File: config.mk
export PLATFORM = sky130hd
export DESIGN_NAME = pport_engine
export DESIGN_NICKNAME = d
export VERILOG_FILES = /design/src/rtl/pport_pkg.sv /design/src/rtl/pport_mode_reg.sv /design/src/rtl/pport_fifo.sv /design/src/rtl/pport_epp_hs.sv /design/src/rtl/pport_engine.sv
export SDC_FILE = /design/constraint.sdc
export NUM_CORES = 1
export LEC_CHECK = 0
export ABC_AREA = 1
export BUFFER_PORTS_ARGS = -buffer_cell sky130_fd_sc_hd__buf_4
export CAP_MARGIN = 20
export CORE_AREA = 4 4 134 136
export DETAILED_ROUTE_END_ITERATION = 10
export DIE_AREA = 0 0 138 140
export GPL_TIMING_DRIVEN = 0
export PLACE_DENSITY = 0.81
export SLEW_MARGIN = 5
export SYNTH_ARGS = -nofsm -noshare
export SYNTH_HDL_FRONTEND = slang
export SYNTH_SLANG_ARGS = --single-unit
File: constraint.sdc
create_clock -name clk -period 5.5 [get_ports clk]
set_input_delay 0.275 -clock clk [delete_from_list [all_inputs] [get_ports clk]]
set_output_delay 0.275 -clock clk [all_outputs]
set_load 0.01 [all_outputs]
File: src/rtl/pport_pkg.sv
`timescale 1ns/1ps
package pport_pkg;
  // mode codes; the base pair 000/001 gates every transition
  localparam logic [2:0] PM_SPP   = 3'b000;
  localparam logic [2:0] PM_BYTE  = 3'b001;
  localparam logic [2:0] PM_EPP   = 3'b100;
  localparam logic [2:0] PM_FTEST = 3'b110;
  localparam logic [2:0] PM_CFG   = 3'b111;

  localparam logic [2:0] RA_DATA  = 3'd0;
  localparam logic [2:0] RA_STAT  = 3'd1;
  localparam logic [2:0] RA_CTRL  = 3'd2;
  localparam logic [2:0] RA_EADDR = 3'd3;
  localparam logic [2:0] RA_EDATA = 3'd4;
  localparam logic [2:0] RA_FIFO  = 3'd5;
  localparam logic [2:0] RA_CFGB  = 3'd6;
  localparam logic [2:0] RA_ECR   = 3'd7;

  localparam int CB_STB = 0;
  localparam int CB_AFD = 1;
  localparam int CB_INIT = 2;
  localparam int CB_SEL = 3;
  localparam int CB_IRQEN = 4;
  localparam int CB_DIR = 5;
  localparam int CTRL_W = 6;

  function automatic logic code_ok(input logic [2:0] c);
    return (c == PM_SPP) || (c == PM_BYTE) || (c == PM_EPP) ||
           (c == PM_FTEST) || (c == PM_CFG);
  endfunction

  function automatic logic is_base(input logic [2:0] c);
    return c[2:1] == 2'b00;
  endfunction

  function automatic logic [2:0] mode_next(input logic [2:0] cur, input logic [2:0] req);
    if (!code_ok(req)) return cur;
    if (req == cur || is_base(cur) || is_base(req)) return req;
    return cur;
  endfunction

  function automatic logic [3:0] nibble_of(input logic busy, input logic pe,
                                           input logic slct, input logic fault_n);
    return {busy, pe, slct, fault_n};
  endfunction

  function automatic logic [7:0] cfga_word(input int depth);
    return {4'h1, 4'($clog2(depth))};
  endfunction
endpackage

File: src/rtl/pport_mode_reg.sv
`timescale 1ns/1ps
module pport_mode_reg
  import pport_pkg::*;
(
  input  logic       clk,
  input  logic       rst_n,
  input  logic       wr_en,
  input  logic [2:0] req,
  output logic [2:0] mode
);
  always_ff @(posedge clk) begin
    if (!rst_n) mode <= PM_BYTE;
    else if (wr_en) mode <= mode_next(mode, req);
  end

  a_r2_legal_path: assert property (@(posedge clk) disable iff (!rst_n)
    (mode != $past(mode)) |-> ($past(mode[2:1]) == 2'b00 || mode[2:1] == 2'b00));
  a_r2_reserved_never: assert property (@(posedge clk) disable iff (!rst_n)
    !(mode == 3'b010 || mode == 3'b011 || mode == 3'b101));
endmodule

File: src/rtl/pport_fifo.sv
`timescale 1ns/1ps
module pport_fifo #(
  parameter int DEPTH = 16,
  parameter int W = 8
) (
  input  logic         clk,
  input  logic         rst_n,
  input  logic         push,
  input  logic         pop,
  input  logic [W-1:0] din,
  output logic [W-1:0] dout,
  output logic         full,
  output logic         empty
);
  localparam int AW = $clog2(DEPTH);
  localparam int CW = AW + 1;

  logic [W-1:0]  mem [DEPTH];
  logic [AW-1:0] wr_ptr, rd_ptr;
  logic [CW-1:0] count;
  logic          push_do, pop_do;

  assign full    = count == CW'(DEPTH);
  assign empty   = count == '0;
  assign push_do = push && !full;
  assign pop_do  = pop && !empty;
  assign dout    = mem[rd_ptr];

  always_ff @(posedge clk) begin
    if (push_do) mem[wr_ptr] <= din;
  end

  always_ff @(posedge clk) begin
    if (!rst_n) begin
      wr_ptr <= '0;
      rd_ptr <= '0;
      count  <= '0;
    end else begin
      if (push_do) wr_ptr <= wr_ptr + 1'b1;
      if (pop_do)  rd_ptr <= rd_ptr + 1'b1;
      if (push_do && !pop_do) count <= count + 1'b1;
      else if (pop_do && !push_do) count <= count - 1'b1;
    end
  end

  a_r8_empty_by_pop: assert property (@(posedge clk) disable iff (!rst_n)
    $rose(empty) |-> $past(pop_do));
  a_r8_full_by_push: assert property (@(posedge clk) disable iff (!rst_n)
    $rose(full) |-> $past(push_do));
  a_r8_no_overflow: assert property (@(posedge clk) disable iff (!rst_n)
    (full && push && !pop) |=> full && $stable(wr_ptr));
endmodule

File: src/rtl/pport_epp_hs.sv
`timescale 1ns/1ps
module pport_epp_hs #(
  parameter int CNT_W = 4
) (
  input  logic             clk,
  input  logic             rst_n,
  input  logic             start,
  input  logic             is_addr,
  input  logic             is_write,
  input  logic [CNT_W-1:0] limit,
  input  logic             busy_in,
  input  logic [7:0]       pd_in,
  output logic             active,
  output logic             wr_cyc,
  output logic             astb,
  output logic             dstb,
  output logic             tmo_evt,
  output logic [7:0]       rx_data
);
  typedef enum logic {HS_IDLE, HS_STB} hs_e;
  hs_e              st;
  logic [CNT_W-1:0] cnt;
  logic             addr_q, wr_q;
  logic             done_evt;

  assign active   = st == HS_STB;
  assign wr_cyc   = active && wr_q;
  assign astb     = active && addr_q;
  assign dstb     = active && !addr_q;
  assign done_evt = active && busy_in;
  assign tmo_evt  = active && !busy_in && cnt == limit;

  always_ff @(posedge clk) begin
    if (!rst_n) begin
      st      <= HS_IDLE;
      cnt     <= '0;
      addr_q  <= 1'b0;
      wr_q    <= 1'b0;
      rx_data <= '0;
    end else if (!active) begin
      if (start) begin
        st     <= HS_STB;
        cnt    <= '0;
        addr_q <= is_addr;
        wr_q   <= is_write;
      end
    end else if (done_evt) begin
      st <= HS_IDLE;
      if (!wr_q) rx_data <= pd_in;
    end else if (tmo_evt) begin
      st <= HS_IDLE;
    end else begin
      cnt <= cnt + 1'b1;
    end
  end

  a_r5_hold_strobe: assert property (@(posedge clk) disable iff (!rst_n)
    (active && !busy_in && cnt != limit) |=> active);
  a_r5_one_strobe: assert property (@(posedge clk) disable iff (!rst_n)
    $onehot0({astb, dstb}));
  a_r7_abort_release: assert property (@(posedge clk) disable iff (!rst_n)
    tmo_evt |=> !active);
endmodule

File: src/rtl/pport_engine.sv
`timescale 1ns/1ps
module pport_engine
  import pport_pkg::*;
#(
  parameter int FIFO_DEPTH = 16,
  parameter int TMO_W = 4
) (
  input  logic       clk,
  input  logic       rst_n,
  input  logic [2:0] bus_addr,
  input  logic       bus_wr,
  input  logic       bus_rd,
  input  logic [7:0] bus_wdata,
  output logic [7:0] bus_rdata,
  input  logic [7:0] pd_in,
  output logic [7:0] pd_out,
  output logic       pd_dir,
  output logic       strobe_n,
  output logic       autofd_n,
  output logic       init_n,
  output logic       selin_n,
  input  logic       busy_in,
  input  logic       ack_n_in,
  input  logic       pe_in,
  input  logic       slct_in,
  input  logic       fault_n_in,
  output logic       irq
);
  localparam logic [7:0] CFGA_VAL  = cfga_word(FIFO_DEPTH);
  localparam logic [7:0] CFGB_INIT = 8'h08;

  logic [2:0]        mode;
  logic [CTRL_W-1:0] ctrl_q;
  logic [7:0]        data_q, cfgb_q, nib_q;
  logic              tmo_flag, irq_q, ack_prev, nib_hi;
  logic              in_epp, in_ftest, in_cfg;
  logic              wr_ctrl, wr_data, wr_ecr, wr_cfgb, rd_stat, rd_slot;
  logic              epp_hit, epp_start, epp_active, epp_wr, epp_astb, epp_dstb, epp_tmo;
  logic [7:0]        epp_rx, fifo_dout;
  logic              fifo_full, fifo_empty, fifo_push, fifo_pop;
  logic              ack_fall;

  assign in_epp   = mode == PM_EPP;
  assign in_ftest = mode == PM_FTEST;
  assign in_cfg   = mode == PM_CFG;

  assign wr_data = bus_wr && bus_addr == RA_DATA;
  assign wr_ctrl = bus_wr && bus_addr == RA_CTRL;
  assign wr_ecr  = bus_wr && bus_addr == RA_ECR;
  assign wr_cfgb = bus_wr && bus_addr == RA_CFGB && in_cfg;
  assign rd_stat = bus_rd && bus_addr == RA_STAT;
  assign rd_slot = bus_rd && bus_addr == RA_FIFO && !in_ftest && !in_cfg;

  assign epp_hit   = bus_addr == RA_EADDR || bus_addr == RA_EDATA;
  assign epp_start = in_epp && !epp_active && epp_hit && (bus_wr || bus_rd);

  assign fifo_push = in_ftest && bus_wr && bus_addr == RA_FIFO;
  assign fifo_pop  = in_ftest && bus_rd && bus_addr == RA_FIFO;

  assign ack_fall = ack_prev && !ack_n_in;

  pport_mode_reg u_mode (
    .clk(clk), .rst_n(rst_n), .wr_en(wr_ecr), .req(bus_wdata[7:5]), .mode(mode)
  );

  pport_fifo #(.DEPTH(FIFO_DEPTH), .W(8)) u_fifo (
    .clk(clk), .rst_n(rst_n), .push(fifo_push), .pop(fifo_pop), .din(bus_wdata),
    .dout(fifo_dout), .full(fifo_full), .empty(fifo_empty)
  );

  pport_epp_hs #(.CNT_W(TMO_W)) u_epp (
    .clk(clk), .rst_n(rst_n), .start(epp_start), .is_addr(bus_addr == RA_EADDR),
    .is_write(bus_wr), .limit(cfgb_q[TMO_W-1:0]), .busy_in(busy_in), .pd_in(pd_in),
    .active(epp_active), .wr_cyc(epp_wr), .astb(epp_astb), .dstb(epp_dstb),
    .tmo_evt(epp_tmo), .rx_data(epp_rx)
  );

  always_ff @(posedge clk) begin
    if (!rst_n) begin
      ctrl_q   <= '0;
      data_q   <= '0;
      cfgb_q   <= CFGB_INIT;
      tmo_flag <= 1'b0;
      irq_q    <= 1'b0;
      ack_prev <= 1'b1;
      nib_q    <= '0;
      nib_hi   <= 1'b0;
    end else begin
      ack_prev <= ack_n_in;
      if (wr_ctrl) ctrl_q <= bus_wdata[CTRL_W-1:0];
      if (wr_data || (epp_start && bus_wr)) data_q <= bus_wdata;
      if (wr_cfgb) cfgb_q <= bus_wdata;
      if (epp_tmo) tmo_flag <= 1'b1;
      else if (rd_stat) tmo_flag <= 1'b0;
      if (ack_fall && ctrl_q[CB_IRQEN]) irq_q <= 1'b1;
      else if (rd_stat) irq_q <= 1'b0;
      if (ack_fall) begin
        if (nib_hi) nib_q[7:4] <= nibble_of(busy_in, pe_in, slct_in, fault_n_in);
        else        nib_q[3:0] <= nibble_of(busy_in, pe_in, slct_in, fault_n_in);
        nib_hi <= !nib_hi;
      end else if (rd_slot) begin
        nib_hi <= 1'b0;
      end
    end
  end

  always_comb begin
    pd_out   = in_ftest ? fifo_dout : data_q;
    strobe_n = !ctrl_q[CB_STB];
    autofd_n = !ctrl_q[CB_AFD];
    init_n   = !ctrl_q[CB_INIT];
    selin_n  = !ctrl_q[CB_SEL];
    pd_dir   = !ctrl_q[CB_DIR];
    case (mode)
      PM_SPP: pd_dir = 1'b1;
      PM_EPP: begin
        pd_dir   = !(epp_active && !epp_wr);
        strobe_n = !epp_wr;
        autofd_n = !epp_dstb;
        selin_n  = !epp_astb;
      end
      PM_FTEST: begin
        pd_dir   = 1'b1;
        strobe_n = 1'b1;
        autofd_n = 1'b1;
      end
      default: ;
    endcase
  end

  always_comb begin
    case (bus_addr)
      RA_DATA:  bus_rdata = pd_dir ? pd_out : pd_in;
      RA_STAT:  bus_rdata = {busy_in, ack_n_in, pe_in, slct_in, fault_n_in, irq_q, 1'b0, tmo_flag};
      RA_CTRL:  bus_rdata = 8'(ctrl_q);
      RA_EADDR, RA_EDATA: bus_rdata = in_epp ? epp_rx : 8'h00;
      RA_FIFO:  bus_rdata = in_cfg ? CFGA_VAL : (in_ftest ? fifo_dout : nib_q);
      RA_CFGB:  bus_rdata = in_cfg ? cfgb_q : 8'h00;
      default:  bus_rdata = {mode, 3'b000, fifo_full, fifo_empty};
    endcase
  end

  assign irq = irq_q;

  a_r3_spp_drives: assert property (@(posedge clk) disable iff (!rst_n)
    (mode == PM_SPP) |-> pd_dir);
  a_r11_irq_from_ack: assert property (@(posedge clk) disable iff (!rst_n)
    $rose(irq) |-> $past(ack_fall));
  a_r7_tmo_from_epp: assert property (@(posedge clk) disable iff (!rst_n)
    $rose(tmo_flag) |-> $past(mode) == PM_EPP);
  a_r5_epp_strobe_pair: assert property (@(posedge clk) disable iff (!rst_n)
    in_epp |-> (selin_n || autofd_n));
endmodule

Word level (Yosys, flattened, before mapping)
Memories as Yosys holds them, arrays and structs flattened. A register that Yosys moved wholly into a read port is not among the register bits.
Index checks and enable logic that the tools add are counted.
W data, S select, Z words.
{"block": "totals", "latchBits": 0, "n_memories": 1, "reg_bits": 65, "word_cells": 166, "romBits": 0, "ram_bits": 128}
{"memory": "u_fifo.mem", "words": 16, "word_bits": 8, "read_ports": 1, "rd_ports_with_merged_regs": 1, "write_ports": 1, "line_no": "pport_fifo.sv:18", "text": "logic [W-1:0] mem [DEPTH];"}
{"block": "classes", "addsub": 5, "n_eq_ne": 19, "n_reduce_logical": 79, "n_div": 0, "n_shift": 0, "n_bitwise": 3, "mul": 0, "order_cmp": 0, "mux": 41}
{"cell": "$mux W8", "count": 6}
{"cell": "$pmux W8 S6", "count": 1}
{"cell": "$eq A3 B3 Y1 const B", "count": 10}
{"cell": "$logic_and A1 B1 Y1", "count": 30}
{"cell": "$mux W4", "count": 6}
{"cell": "$logic_not A1 Y1", "count": 20}
{"cell": "$mux W1", "count": 19}
{"cell": "$add A4 B1 Y4 const B", "count": 3}
{"cell": "$mux W3", "count": 4}
{"cell": "$reduce_bool A2 Y1", "count": 6}
{"cell": "$mux W5", "count": 2}
{"cell": "$logic_not A3 Y1", "count": 3}
{"cell": "$logic_or A1 B1 Y1", "count": 9}
{"cell": "$reduce_and A2 Y1", "count": 4}
{"cell": "$eq A3 B1 Y1 const B", "count": 2}
{"cell": "$eq A3 B2 Y1 const B", "count": 2}
{"cell": "$pmux W1 S2", "count": 3}
{"cell": "$reduce_and A3 Y1", "count": 2}
{"cell": "$add A5 B1 Y5 const B", "count": 1}
{"cell": "$eq A5 B5 Y1 const B", "count": 1}
{"cell": "$logic_not A5 Y1", "count": 1}
{"cell": "$sub A5 B1 Y5 const B", "count": 1}
{"cell": "$eq A4 B4 Y1", "count": 1}
{"cell": "$logic_not A2 Y1", "count": 2}
{"cell": "other kinds (4)", "count": 8}

Depth between registers and ports, before layout
{"block": "logic_depth", "depth_word": 13, "depth_mapped": 16, "ltp_nobuf": 16}

By module
From an unflattened synthesis, not the netlist that was laid out.
{"block": "unflattened", "hier_cells": 1173, "area_unflattened_um2": 9640.5}
{"mod": "pport_fifo", "area_per_inst_um2": 6465.0, "cells_each": 658, "seq_area_each_um2": 4184.0, "n_inst": 1}
{"mod": "pport_engine", "area_per_inst_um2": 2252.2, "cells_each": 377, "seq_area_each_um2": 680.7, "n_inst": 1}
{"mod": "pport_epp_hs", "area_per_inst_um2": 704.4, "cells_each": 102, "seq_area_each_um2": 300.3, "n_inst": 1}
{"mod": "pport_mode_reg", "area_per_inst_um2": 219.0, "cells_each": 36, "seq_area_each_um2": 60.1, "n_inst": 1}

Least setup slack after synthesis
No wires, ideal clock.
{"block": "synth_path", "path_type": "register -> register", "startpoint": "register u_mode.mode[2]", "endpoint": "register u_fifo.count[4]", "stages_incl_launch_ff": 17, "arrival_ns": 2.261, "setup_time_ns": 0.119, "path_slack_ns": 3.119, "n_path_buf": 0, "path_cell_list": "dfxtp_1 nand2_2 inv_2 nand2_4 nor3_2 nand2_2 inv_2 ha_1 inv_1 ha_1 a21o_1 a31oi_1 nor2_1 nor2_1 nand2_1 o21ai_0 a21oi_1"}
{"block": "synth_via", "elab_chain_cells": 7}
{"item": "from (decl)", "line_no": "pport_mode_reg.sv:9", "text": "output logic [2:0] mode"}
{"item": "from (signal assigned)", "line_no": "pport_mode_reg.sv:13", "text": "else if (wr_en) mode <= mode_next(mode, req);"}
{"item": "$eq A3 B3 Y1 (*)", "line_no": "pport_engine.sv:44", "text": "assign in_ftest = mode == PM_FTEST;"}
{"item": "$logic_and A1 B1 Y1 (*) (2 in series)", "line_no": "pport_engine.sv:57", "text": "assign fifo_push = in_ftest && bus_wr && bus_addr == RA_FIFO;"}
{"item": "$logic_and A1 B1 Y1 (*)", "line_no": "pport_fifo.sv:25", "text": "assign push_do = push && !full;"}
{"item": "named net u_fifo.push_do", "line_no": "pport_fifo.sv:21", "text": "logic push_do, pop_do;"}
{"item": "$logic_not A1 Y1", "line_no": "pport_fifo.sv:42", "text": "else if (pop_do && !push_do) count <= count - 1'b1;"}
{"item": "$logic_and A1 B1 Y1", "line_no": "pport_fifo.sv:42"}
{"item": "$reduce_bool A2 Y1 (no source line)"}
{"item": "to (signal assigned)", "line_no": "pport_fifo.sv:41", "text": "if (push_do && !pop_do) count <= count + 1'b1;"}
{"item": "to (signal assigned)", "line_no": "pport_fifo.sv:42"}
{"item": "to (decl)", "line_no": "pport_fifo.sv:20", "text": "logic [CW-1:0] count;"}
Mark *: on every way through the listed nets, which the timed path passes. The rest lies on a longest branch.
A chain may end at the register's enable or synchronous reset.

Worst setup path in the final report
Same ends and word-level chain as after synthesis.

==> run summary <==
complex-gate fraction of the synthesized area: 11.2%
cts repair resizes: 0
hold path cells: 3
FF/Latch Area: 0.00523 mm2
ANT nets after route: 0
first-iteration detailed-routing DRC count: 812
CTS tree: built
vias in the first global route: 7069
Starting Density: 52.9%
clock slew at reported path FFs: 70 ps
1st-pass router iterations: 8
Cell Chain, Critical Path: nand2_2 -> inv_2 -> nand2_4 -> nor3_2 -> nand2_2 -> inv_2 -> ha_1 -> inv_1 -> ha_1 -> a21o_1 -> a31oi_1 -> nor2_1 -> nor2_1 -> nand2_1 -> o21ai_0 -> a21oi_1
P&R area growth vs syn: 13.2%
Setup Crit Path Kind: flip-flop to flip-flop
Min Clock Period, post-route: 2770 ps
H-tree levels: 4
register bit total from synthesis: 197
drt total wl: 23.8 mm
gr usage total: 24.6%
Cells after Synth: 987
Max Root-Sink Buffers: 2
num rows: 48
fillcell total: 1477
Net Count, Synth: 1026
max incr delay on CP: 460 ps
xor and xnor area share after synthesis: 0.684%
# hold bufs at CTS: 0
drc violations: 0
Least-Margin Pin Slew: 948 ps
CP startpoint kind: flip-flop
max cap viols: 0
maximum clock frequency: 360 MHz
Setup violations, final: 0
Die Y: 140 um
share of post-route cells with drive strength above 1: 12.7%
Mapped Area: 0.00896 mm2
hold_sp: pd_in[4]
PortBufs: 49
synthesized area per cell: 9.08 um2
crit-path max FO: 9
simple-gate area share of the yosys netlist: 21.1%
power per standard cell area: 281 mW/mm2
worst endpoint required time: 5830 ps
multi-input logic area: 0.00310 mm2
critical path startpoint: u_mode.mode[2]$_SDFFE_PN0P_
initial antenna violation count: 0
worst skew pair latency: 440 ps
status: finished clean
largest net degree at the start of global routing: 23
IO Count: 50
Rel. slew slack: 36.5%
largest family of logic cells by synthesized area: simple AND/OR/NAND/NOR gates
CTS Root Cell: clkbuf_16
crit path DAT: 3100 ps
DR vias/cell: 5.57
total CTS buffers: 17
EDFF count, synth: 128
grt ovf: 0
ys async rst share: 0%
Power Total: 2850 uW
Peak VDD IR: 0.000224 V
post-route cell area: 0.0101 mm2
Final Hold Viols: 0
worst r2r src: u_mode.mode[2]$_SDFFE_PN0P_
prevailing post-synth register cell: edfxtp_1
post-synthesis mux area share: 0%
die area: 0.0193 mm2
Crit. End Element: flip-flop
global-route wire length before repair: 37.1 mm
Yosys cell types: 42
post-CTS setup buffers: 0
Seq/Total Area, Yosys: 58.3%
clk sinks: 197
die width: 138 um
Final GP Congestion: 0.990
setup TNS: 0 ps
vias: 7196
Post-Synth Adder-Cell Area: 1.62%
Final nets: 1094
clock skew: 11.3 ps
Leak Pwr: 0.00417 uW
Final Max Slew Viols: 0
Reg2Reg Depth: 16
Worst path slowest cell: dfxtp_1
Area after DPL: 0.00961 mm2
Ant. Diodes: 0
Routed WL per cell: 18.4 um
Hold WC Path Type: input pin to flip-flop
RSZ-0062 raised after global routing: false
Period Utilization, post-route: 50.4%
yosys warns: 0
core area: 0.0169 mm2
DP Wirelength: 16.6 mm
[power breakdown]
group | internal, uW | switching, uW
logic | 41.6 | 78.7
registers | 1580 | 6.00
clock network | 583 | 565
[synthesized netlist by cell type (10+ instances only)]
cell | number | area share, %
nand2_1 | 184 | 7.7
nor2_1 | 159 | 6.7
edfxtp_1 | 128 | 43
inv_1 | 99 | 4.1
o21ai_0 | 85 | 4.7
nand3_1 | 79 | 4.4
dfxtp_1 | 69 | 15
a21oi_1 | 42 | 2.3
o211ai_1 | 20 | 1.7
buf_2 | 17 | 0.95
clkbuf_1 | 11 | 0.46
ha_1 | 10 | 1.4
[worst max-delay path, delay by kind of cell (launching register included)]
family          cells  cell delay [ps]
buf+inv             3              340
compound gates      4              540
fa+ha+maj           2              550
flops               1              460
simple gates        7              750
[placed cells by master (no fill, tap or decap), types with 3 or more instances in the layout]
cell type,count
nand2_1,184
nor2_1,159
edfxtp_1,128
inv_1,99
o21ai_0,85
nand3_1,79
dfxtp_1,69
buf_4,52
a21oi_1,42
o211ai_1,20
buf_2,17
clkbuf_16,17
clkbuf_1,12
ha_1,10
inv_2,7
clkinv_1,7
o21ai_1,7
nand2_2,6
buf_6,6
nor3_1,5
nand4_1,5
xor2_1,4
nor2_2,3
o21ai_2,3
xnor2_1,3
a31oi_1,3
[flip-flops by register name, summed over array words and instances, names as in the netlist, named ones only]
register,cells
u_epp.active,1
u_epp.rx_data,8
nib_hi,1
u_epp.cnt,4
data_q,8
u_fifo.count,5
u_epp.wr_q,1
cfgb_q,8
u_fifo.wr_ptr,4
ack_prev,1
u_epp.addr_q,1
nib_q,8
ctrl_q,6
tmo_flag,1
u_fifo.mem,128
u_mode.mode,3
irq,1
u_fifo.rd_ptr,4
[metal layers]
metal,up-vias,GRT usage (%),wire length (um)
met3,79,4.92,1960
met5,-,0,0
met4,0,11.4,964
met2,361,39.5,11200
li1,3422,-,-
met1,3334,32.6,9650
[metrics by stage]
stage                     setup slack [ps]  std cells  utilization [%]  hold WS, ps
after floorplan                       3120        987                -          374
after CTS                             2740       1292             59.9         62.5
final                                 2730       1292             59.9         71.9
after global routing                  2500       1292             59.9         94.9
after detailed placement              2700       1261             56.7          448
after global placement                2770       1261             56.7          436
[worst paths after layout]
path                                         to  slack, ps
setup / recovery   u_fifo.count[4]$_SDFFE_PN0P_       2730
hold / removal    u_epp.rx_data[4]$_SDFFE_PN0P_         70
setup reg to reg   u_fifo.count[4]$_SDFFE_PN0P_       2730
hold reg to reg           nib_q[3]$_SDFFE_PN0P_        450
[area by class of cell]
| class | instances | share of cell area [%] |
|---|---|---|
| tap | 225 | 2.78 |
| inverter | 110 | 4.10 |
| sequential | 197 | 51.5 |
| clock inverter | 13 | 1.02 |
| clock buffer | 18 | 4.23 |
| multi-input combinational | 643 | 30.6 |
| timing repair buffer | 49 | 3.63 |
| buffer | 37 | 2.13 |
[cells by family after synthesis]
kind of cell	count (synthesis)
simple gates	451
xor+xnor	7
fa+ha+maj	11
flops	197
compound gates	174
buf+inv	147
Power figures use the tool's default switching activity.
